File: src/rtl/ser_tx_pkg.sv
package ser_tx_pkg;

    typedef enum logic {
        SCK_GATED = 1'b0,
        SCK_FREE  = 1'b1
    } sck_mode_e;

    // open-drain pad request: oe=0 -> high impedance, oe=1 & pd=1 -> low
    typedef struct packed {
        logic oe;
        logic pd;
    } od_drv_t;

    // Enable the pad and pull it low only for a 0 level.
    function automatic od_drv_t od_drive(input logic en, input logic level);
        od_drv_t d;
        d.oe = en;
        d.pd = en & ~level;
        return d;
    endfunction

endpackage

File: src/rtl/ser_sck_div.sv
module ser_sck_div #(
    parameter int unsigned DIV = 2
) (
    input  logic clk,
    input  logic rst,
    input  logic restart,
    output logic sck_low,
    output logic wrap
);
    localparam int unsigned PW = (DIV > 2) ? $clog2(DIV) : 1;
    localparam logic [PW-1:0] LAST = PW'(DIV - 1);
    localparam logic [PW-1:0] HALF = PW'(DIV / 2);

    logic [PW-1:0] phase;

    // phase 0 is the serial clock rising edge; HALF is its falling edge
    always_ff @(posedge clk) begin
        if (rst || restart) begin
            phase <= '0;
        end else if (phase == LAST) begin
            phase <= '0;
        end else begin
            phase <= phase + PW'(1);
        end
    end

    assign sck_low = (phase >= HALF);
    assign wrap    = (phase == LAST);
endmodule

File: src/rtl/ser_frame_shift.sv
module ser_frame_shift #(
    parameter int unsigned RES_W    = 14,
    parameter int unsigned PAD_BITS = 2
) (
    input  logic             clk,
    input  logic             rst,
    input  logic             conv_start,
    input  logic [RES_W-1:0] result,
    input  logic             wrap,
    output logic             busy,
    output logic             cur_bit,
    output logic             start
);
    localparam int unsigned FW = RES_W + PAD_BITS;
    localparam int unsigned CW = $clog2(FW);
    localparam logic [CW-1:0] LASTB = CW'(FW - 1);

    logic [FW-1:0] shreg;
    logic [CW-1:0] bit_idx;

    // a start is only taken while idle; pulses inside a frame are dropped
    assign start = conv_start & ~busy;

    always_ff @(posedge clk) begin
        if (rst) begin
            busy    <= 1'b0;
            bit_idx <= '0;
            shreg   <= '0;
        end else if (start) begin
            busy    <= 1'b1;
            bit_idx <= '0;
            shreg   <= {{PAD_BITS{1'b0}}, result};
        end else if (busy && wrap) begin
            if (bit_idx == LASTB) begin
                busy <= 1'b0;
            end else begin
                bit_idx <= bit_idx + CW'(1);
                shreg   <= {shreg[FW-2:0], 1'b0};
            end
        end
    end

    assign cur_bit = shreg[FW-1];
endmodule

File: src/rtl/ser_od_drive.sv
module ser_od_drive
    import ser_tx_pkg::*;
(
    input  logic      busy,
    input  logic      cur_bit,
    input  logic      sck_low,
    input  sck_mode_e mode,
    output od_drv_t   sck,
    output od_drv_t   dat,
    output od_drv_t   stb
);
    always_comb begin
        sck = od_drive(busy | (mode == SCK_FREE), ~sck_low);
        dat = od_drive(busy, cur_bit);
        stb = od_drive(busy, 1'b0);
    end
endmodule

File: src/rtl/ser_result_tx.sv
module ser_result_tx
    import ser_tx_pkg::*;
#(
    parameter int unsigned RES_W    = 14,
    parameter int unsigned PAD_BITS = 2,
    parameter int unsigned DIV      = 2
) (
    input  logic             clk,
    input  logic             rst,
    input  logic             conv_start,
    input  logic [RES_W-1:0] result,
    input  logic             sck_free,
    output logic             sck_oe,
    output logic             sck_pd,
    output logic             sdo_oe,
    output logic             sdo_pd,
    output logic             fs_oe,
    output logic             fs_pd
);
    logic    busy, cur_bit, start, sck_low, wrap;
    od_drv_t sck_d, dat_d, stb_d;

    ser_sck_div #(.DIV(DIV)) u_div (
        .clk     (clk),
        .rst     (rst),
        .restart (start),
        .sck_low (sck_low),
        .wrap    (wrap)
    );

    ser_frame_shift #(.RES_W(RES_W), .PAD_BITS(PAD_BITS)) u_shift (
        .clk        (clk),
        .rst        (rst),
        .conv_start (conv_start),
        .result     (result),
        .wrap       (wrap),
        .busy       (busy),
        .cur_bit    (cur_bit),
        .start      (start)
    );

    ser_od_drive u_pads (
        .busy    (busy),
        .cur_bit (cur_bit),
        .sck_low (sck_low),
        .mode    (sck_mode_e'(sck_free)),
        .sck     (sck_d),
        .dat     (dat_d),
        .stb     (stb_d)
    );

    assign sck_oe = sck_d.oe;
    assign sck_pd = sck_d.pd;
    assign sdo_oe = dat_d.oe;
    assign sdo_pd = dat_d.pd;
    assign fs_oe  = stb_d.oe;
    assign fs_pd  = stb_d.pd;
endmodule

File: config.mk
export PLATFORM = sky130hd
export DESIGN_NAME = ser_result_tx
export DESIGN_NICKNAME = d
export VERILOG_FILES = /design/src/rtl/ser_tx_pkg.sv /design/src/rtl/ser_sck_div.sv /design/src/rtl/ser_frame_shift.sv /design/src/rtl/ser_od_drive.sv /design/src/rtl/ser_result_tx.sv
export SDC_FILE = /design/constraint.sdc
export NUM_CORES = 1
export LEC_CHECK = 0
export BUFFER_PORTS_ARGS = -buffer_cell sky130_fd_sc_hd__buf_4
export CAP_MARGIN = 5
export CORE_UTILIZATION = 52
export CTS_BUF_LIST = sky130_fd_sc_hd__clkbuf_16
export CTS_CLUSTER_DIAMETER = 40
export DETAILED_ROUTE_END_ITERATION = 12
export GPL_TIMING_DRIVEN = 0
export PLACE_DENSITY = 0.88
export SYNTH_ARGS = -nofsm -noshare
export SYNTH_HDL_FRONTEND = slang
export SYNTH_SLANG_ARGS = --single-unit
File: constraint.sdc
create_clock -name clk -period 1.9 [get_ports clk]
set_clock_uncertainty 0.15 [all_clocks]
set_input_delay 0.475 -clock clk [delete_from_list [all_inputs] [get_ports clk]]
set_output_delay 0.475 -clock clk [all_outputs]
set_load 0.1 [all_outputs]
* After elaboration in Yosys (flattened, before gate mapping) *
Cells that the tools add are included.

word-level totals
  RAM bits = 0
  ROM bits = 0
  output and inout port bits = 6
  word-level logic and storage cells = 32
  memories kept = 0
  bits of input ports = 18
  register bits = 22
  latch bits = 0

operators by class
  reduce and logical (&&, ||, !) cells = 9
  $lt $le $gt $ge = 1
  multiplexer cells = 6
  eq/ne operators = 2
  multipliers = 0
  div/mod/pow operators = 0
  shifts and indexed selects = 0
  bitwise operators = 7
  add/subtract/negate cells = 2

operators with widths
  kind                                                            count
  14-bit 2-to-1 mux                                               3
  2-bit AND reduction                                             3
  4-bit by 1-bit adder with 4-bit output (second input constant)  1
  4-bit equality test (second input constant)                     1
  2-bit nonzero test                                              2
  2-bit OR reduction                                              2
  1-bit AND                                                       3
  1-bit 2-to-1 mux                                                3
  1-bit inverter                                                  3
  2-bit != test (second input constant)                           1
  1-bit adder (second input constant)                             1
  1-bit >= comparator (second input constant)                     1
  1-bit logical AND                                               1
  1-bit logical OR                                                1
  1-bit bitwise OR                                                1

* Longest topological paths before layout *
  depth in word-level cells = 4
  gate-level depth with buffers = 5
  depth with buffers taken out = 4

* Cells and area by module *
A second synthesis with hierarchy kept.

second synthesis, totals
  cell total of the unflattened synthesis = 125
  area total of the unflattened synthesis = 1049.8 um^2

by module, submodules not included
  module           area each (um^2)  cells each  seq. area each (um^2)  instances
  ser_frame_shift  969.7             116         420.4                  1
  ser_od_drive     42.5              6           0.0                    1
  ser_sck_div      37.5              3           20.0                   1

* Worst setup path after synthesis *
Ideal clock, no wire load.

  path kind = register to output
  start point = reg u_shift.busy
  end point = out sdo_pd
  path slack = -1.206 ns
  data required time = 1.275 ns
  path buffers = 0
  cell stages (with the launch flop) = 2
  arrival time = 2.481 ns
  cells stage by stage = dfxtp_1 -> nor2b_1

between the ends
  cells in the longest elaborated chain, start to end = 1

RTL lines
  element                 RTL line               source
  start, declared         ser_frame_shift.sv:10  output logic busy,
  start signal, assigned  ser_frame_shift.sv:26  busy <= 1'b0;
  start signal, assigned  ser_frame_shift.sv:30  busy <= 1'b1;
  start signal, assigned  ser_frame_shift.sv:35  busy <= 1'b0;
  1-bit AND               ser_tx_pkg.sv:18       d.pd = en & ~level;
  end, declared           ser_result_tx.sv:16    output logic sdo_pd,

Every way passes these cells.

* Final worst setup path *
  start point = reg u_shift.busy
  end point = out sck_pd

between the ends
  cells in the longest elaborated chain, start to end = 2

RTL lines
  element           RTL line             source
  1-bit bitwise OR  ser_od_drive.sv:13   sck = od_drive(busy | (mode == SCK_FREE), ~sck_low);
  1-bit AND         ser_tx_pkg.sv:18
  end, declared     ser_result_tx.sv:14  output logic sck_pd,

Every way passes these cells.

==> flow_summary_export.csv <==
group,metric,value,unit
synth,synth_top_area_cell,"dfxtp_1",
cts,cts.sinks,22,
global_route,track_usage,27.5,%
floorplanning,die_x,47.0,um
global_route,grt_overflow,0,
timing,tightest_slew,0.500,ns
routing,drt_iter0_markers,44,
layout,final_util,75.8,%
floorplanning,coreArea,1800,sq um
synth,syn_avg_cell_area,8.49,sq um
worst_hold_path,worst_hold_path_type,"reg -> reg",
cts,cts_root_buf,"clkbuf_16",
routing,drc,0,
cts,cts_buffers,3,
routing,wirelength,2680,um
power_and_ir_drop,irDropWorstVdd,0.000701,V
timing,slew_headroom,66.7,%
floorplanning,die_h,47.0,um
critical_path,cp_max_fo,10,
cts,clk_pin_slew,0.06,ns
synth,async_flop_share,0,%
global_route,grt_first_pass_wirelength,4200,um
timing,finalMaxSlewViolations,0,
synth,netlist.area_leader.share,41.9,%
placed_design,port_buffers,22,
placed_design,gp_congestion,0.810,
layout,insertedDiodeCount,0,
layout,drive_above_1_share,28.0,%
global_route,grt_max_degree,14,
timing,rsz0062_at_grt,"false",
power_and_ir_drop,power.density,922,nW/um^2
power_and_ir_drop,finalPower,1.26,mW
floorplanning,start_util,58.4,%
timing,min_period,1.85,ns
critical_path,end_kind,"output pin",
synth,yosysWarnings,0,
global_route,grt_pass1_vias,995,
cts,cts_htree_levels,1,
synth,synth_area_leaders,"dfxtp_1 42%, a311oi_1 11%, nand3_1 8.1%",
synth,netlist_area,1050,sq um
critical_path,crit_type,"reg -> out",
timing,setup_violations,0,
synth,synth_common_cells,"22 x dfxtp_1, 17 x nand3_1, 17 x o21ai_0, 15 x nor2_1, 13 x a311oi_1",
routing,dr.pass1.iters,5,
cts,postCtsResizedCells,0,
synth,netlist_instances,124,
cts,tritoncts,"built",
floorplanning,io_pins,24,
layout,fin_nets,170,
power_and_ir_drop,leakagePower,0.510,nW
routing,wl_per_cell,15.3,um
run_status,status,"finished, final reports clean",
cts,cts_max_path_buffers,2,
routing,postRouteAntennaNets,0,
routing,routed_via_density,6.19,
cts,clk_latency,0.26,ns
layout,fill_cells,134,
synth,synth_edf_count,0,
critical_path,arrival,1.23,ns
synth,ys_ff_latch,22,
synth,synth_flop_cell,"dfxtp_1",
timing,setup_tns,0,ns
timing,hold_viol,0,
layout,syn_to_final_growth,29.7,%
cts,ctsHoldBuffers,0,
floorplanning,die-area,2210,sq um
placed_design,dpl.hpwl,1650,um
critical_path,critPathLaunchType,"flop",
timing,fmax,539,MHz
job,cap_violations,0,
floorplanning,rows,15,
cts,postCtsSetupBuffers,0,
global_route,antenna_found_initial,0,
synth,syn_nets,143,
synth,synth_cell_types,26,
critical_path,required,1.27,ns
synth,seq_area_frac_synth,41.9,%
routing,vias,1083,
synth,yosysMostFrequentCell,"dfxtp_1",
timing,period_share,97.6,%
final cells by class:
| type | instances | area (sq um) | area share (%) |
|---|---|---|---|
| Clock buffer | 4 | 100 | 7.33 |
| Timing Repair Buffer | 22 | 165 | 12.1 |
| Buffer | 14 | 103 | 7.52 |
| Inverter | 1 | 3.75 | 0.275 |
| Tap cell | 25 | 31.3 | 2.29 |
| Multi-Input combinational cell | 87 | 518 | 37.9 |
| Sequential cell | 22 | 444 | 32.5 |
final timing paths:
path                             startpoint                       endpoint  slack [ns]  depth (start not counted)
setup / recovery  u_shift.busy$_SDFFE_PP0P_                         sck_pd        0.05                          3
hold / removal        u_div.wrap$_SDFF_PP0_          u_div.wrap$_SDFF_PP0_        0.30                          1
setup reg to reg  u_shift.busy$_SDFFE_PP0P_  u_shift.shreg[1]$_SDFFE_PP0P_        0.27                          4
hold reg to reg       u_div.wrap$_SDFF_PP0_          u_div.wrap$_SDFF_PP0_        0.30                          1
through the flow:
step	cell area, sq um	cells	worst slack, ns	hold WS, ns
global route	1370	175	0.0164	0.332
global placement	1260	171	0.0872	0.288
detailed placement	1260	171	0.0790	0.292
floorplan	1070	124	-0.0481	0.272
finish	1370	175	0.0456	0.304
CTS	1370	175	0.0419	0.306
layout by cell type, fill, tap and decap left out, types with 2 or more instances in the layout:
master,count
a21oi_1,7
a311oi_1,13
buf_4,28
buf_6,2
clkbuf_1,3
clkbuf_16,4
dfxtp_1,21
nand2b_1,2
nand3_1,17
nor2_1,15
o21ai_0,17
o31ai_1,2
or3_1,3
critical path: stages (launching register included):
cell and delay, ns:
dfxtp_4 0.37, or2_4 0.23, and2_4 0.15, buf_4 0.22
kinds of logic (layout without fill, tap and decap cells):
kind of cell | Yosys count | after routing | synth area share, %
buffers and inverters | 15 | 41 | 10.1
DFF | 22 | 22 | 41.9
AOI/OAI and AO/OA | 41 | 41 | 25.0
and+or+nand+nor | 45 | 45 | 21.9
adders and majority gates | 1 | 1 | 1.19
layer usage:
layer	share of wire [%]	up-vias	track usage [%]
met3	7.4	10	4.62
met1	44	506	34.9
met4	1.8	0	14.9
met2	47	60	44.4
met5	0	-	0
li1	-	507	-
where the power goes:
part	internal, mW	total (mW)	leakage [nW]	switching [mW]
Combinational	0.0757	0.205	0.279	0.130
Sequential	0.490	0.508	0.182	0.0182
Clock	0.366	0.546	0.0493	0.180
registers in the layout, summed over array words and instances, names as in the netlist:
| signal | count |
|---|---|
| u_div.wrap | 1 |
| u_shift.shreg | 16 |
| u_shift.bit_idx | 4 |
| u_shift.busy | 1 |
No activity file was read; power rests on OpenSTA's default activity.
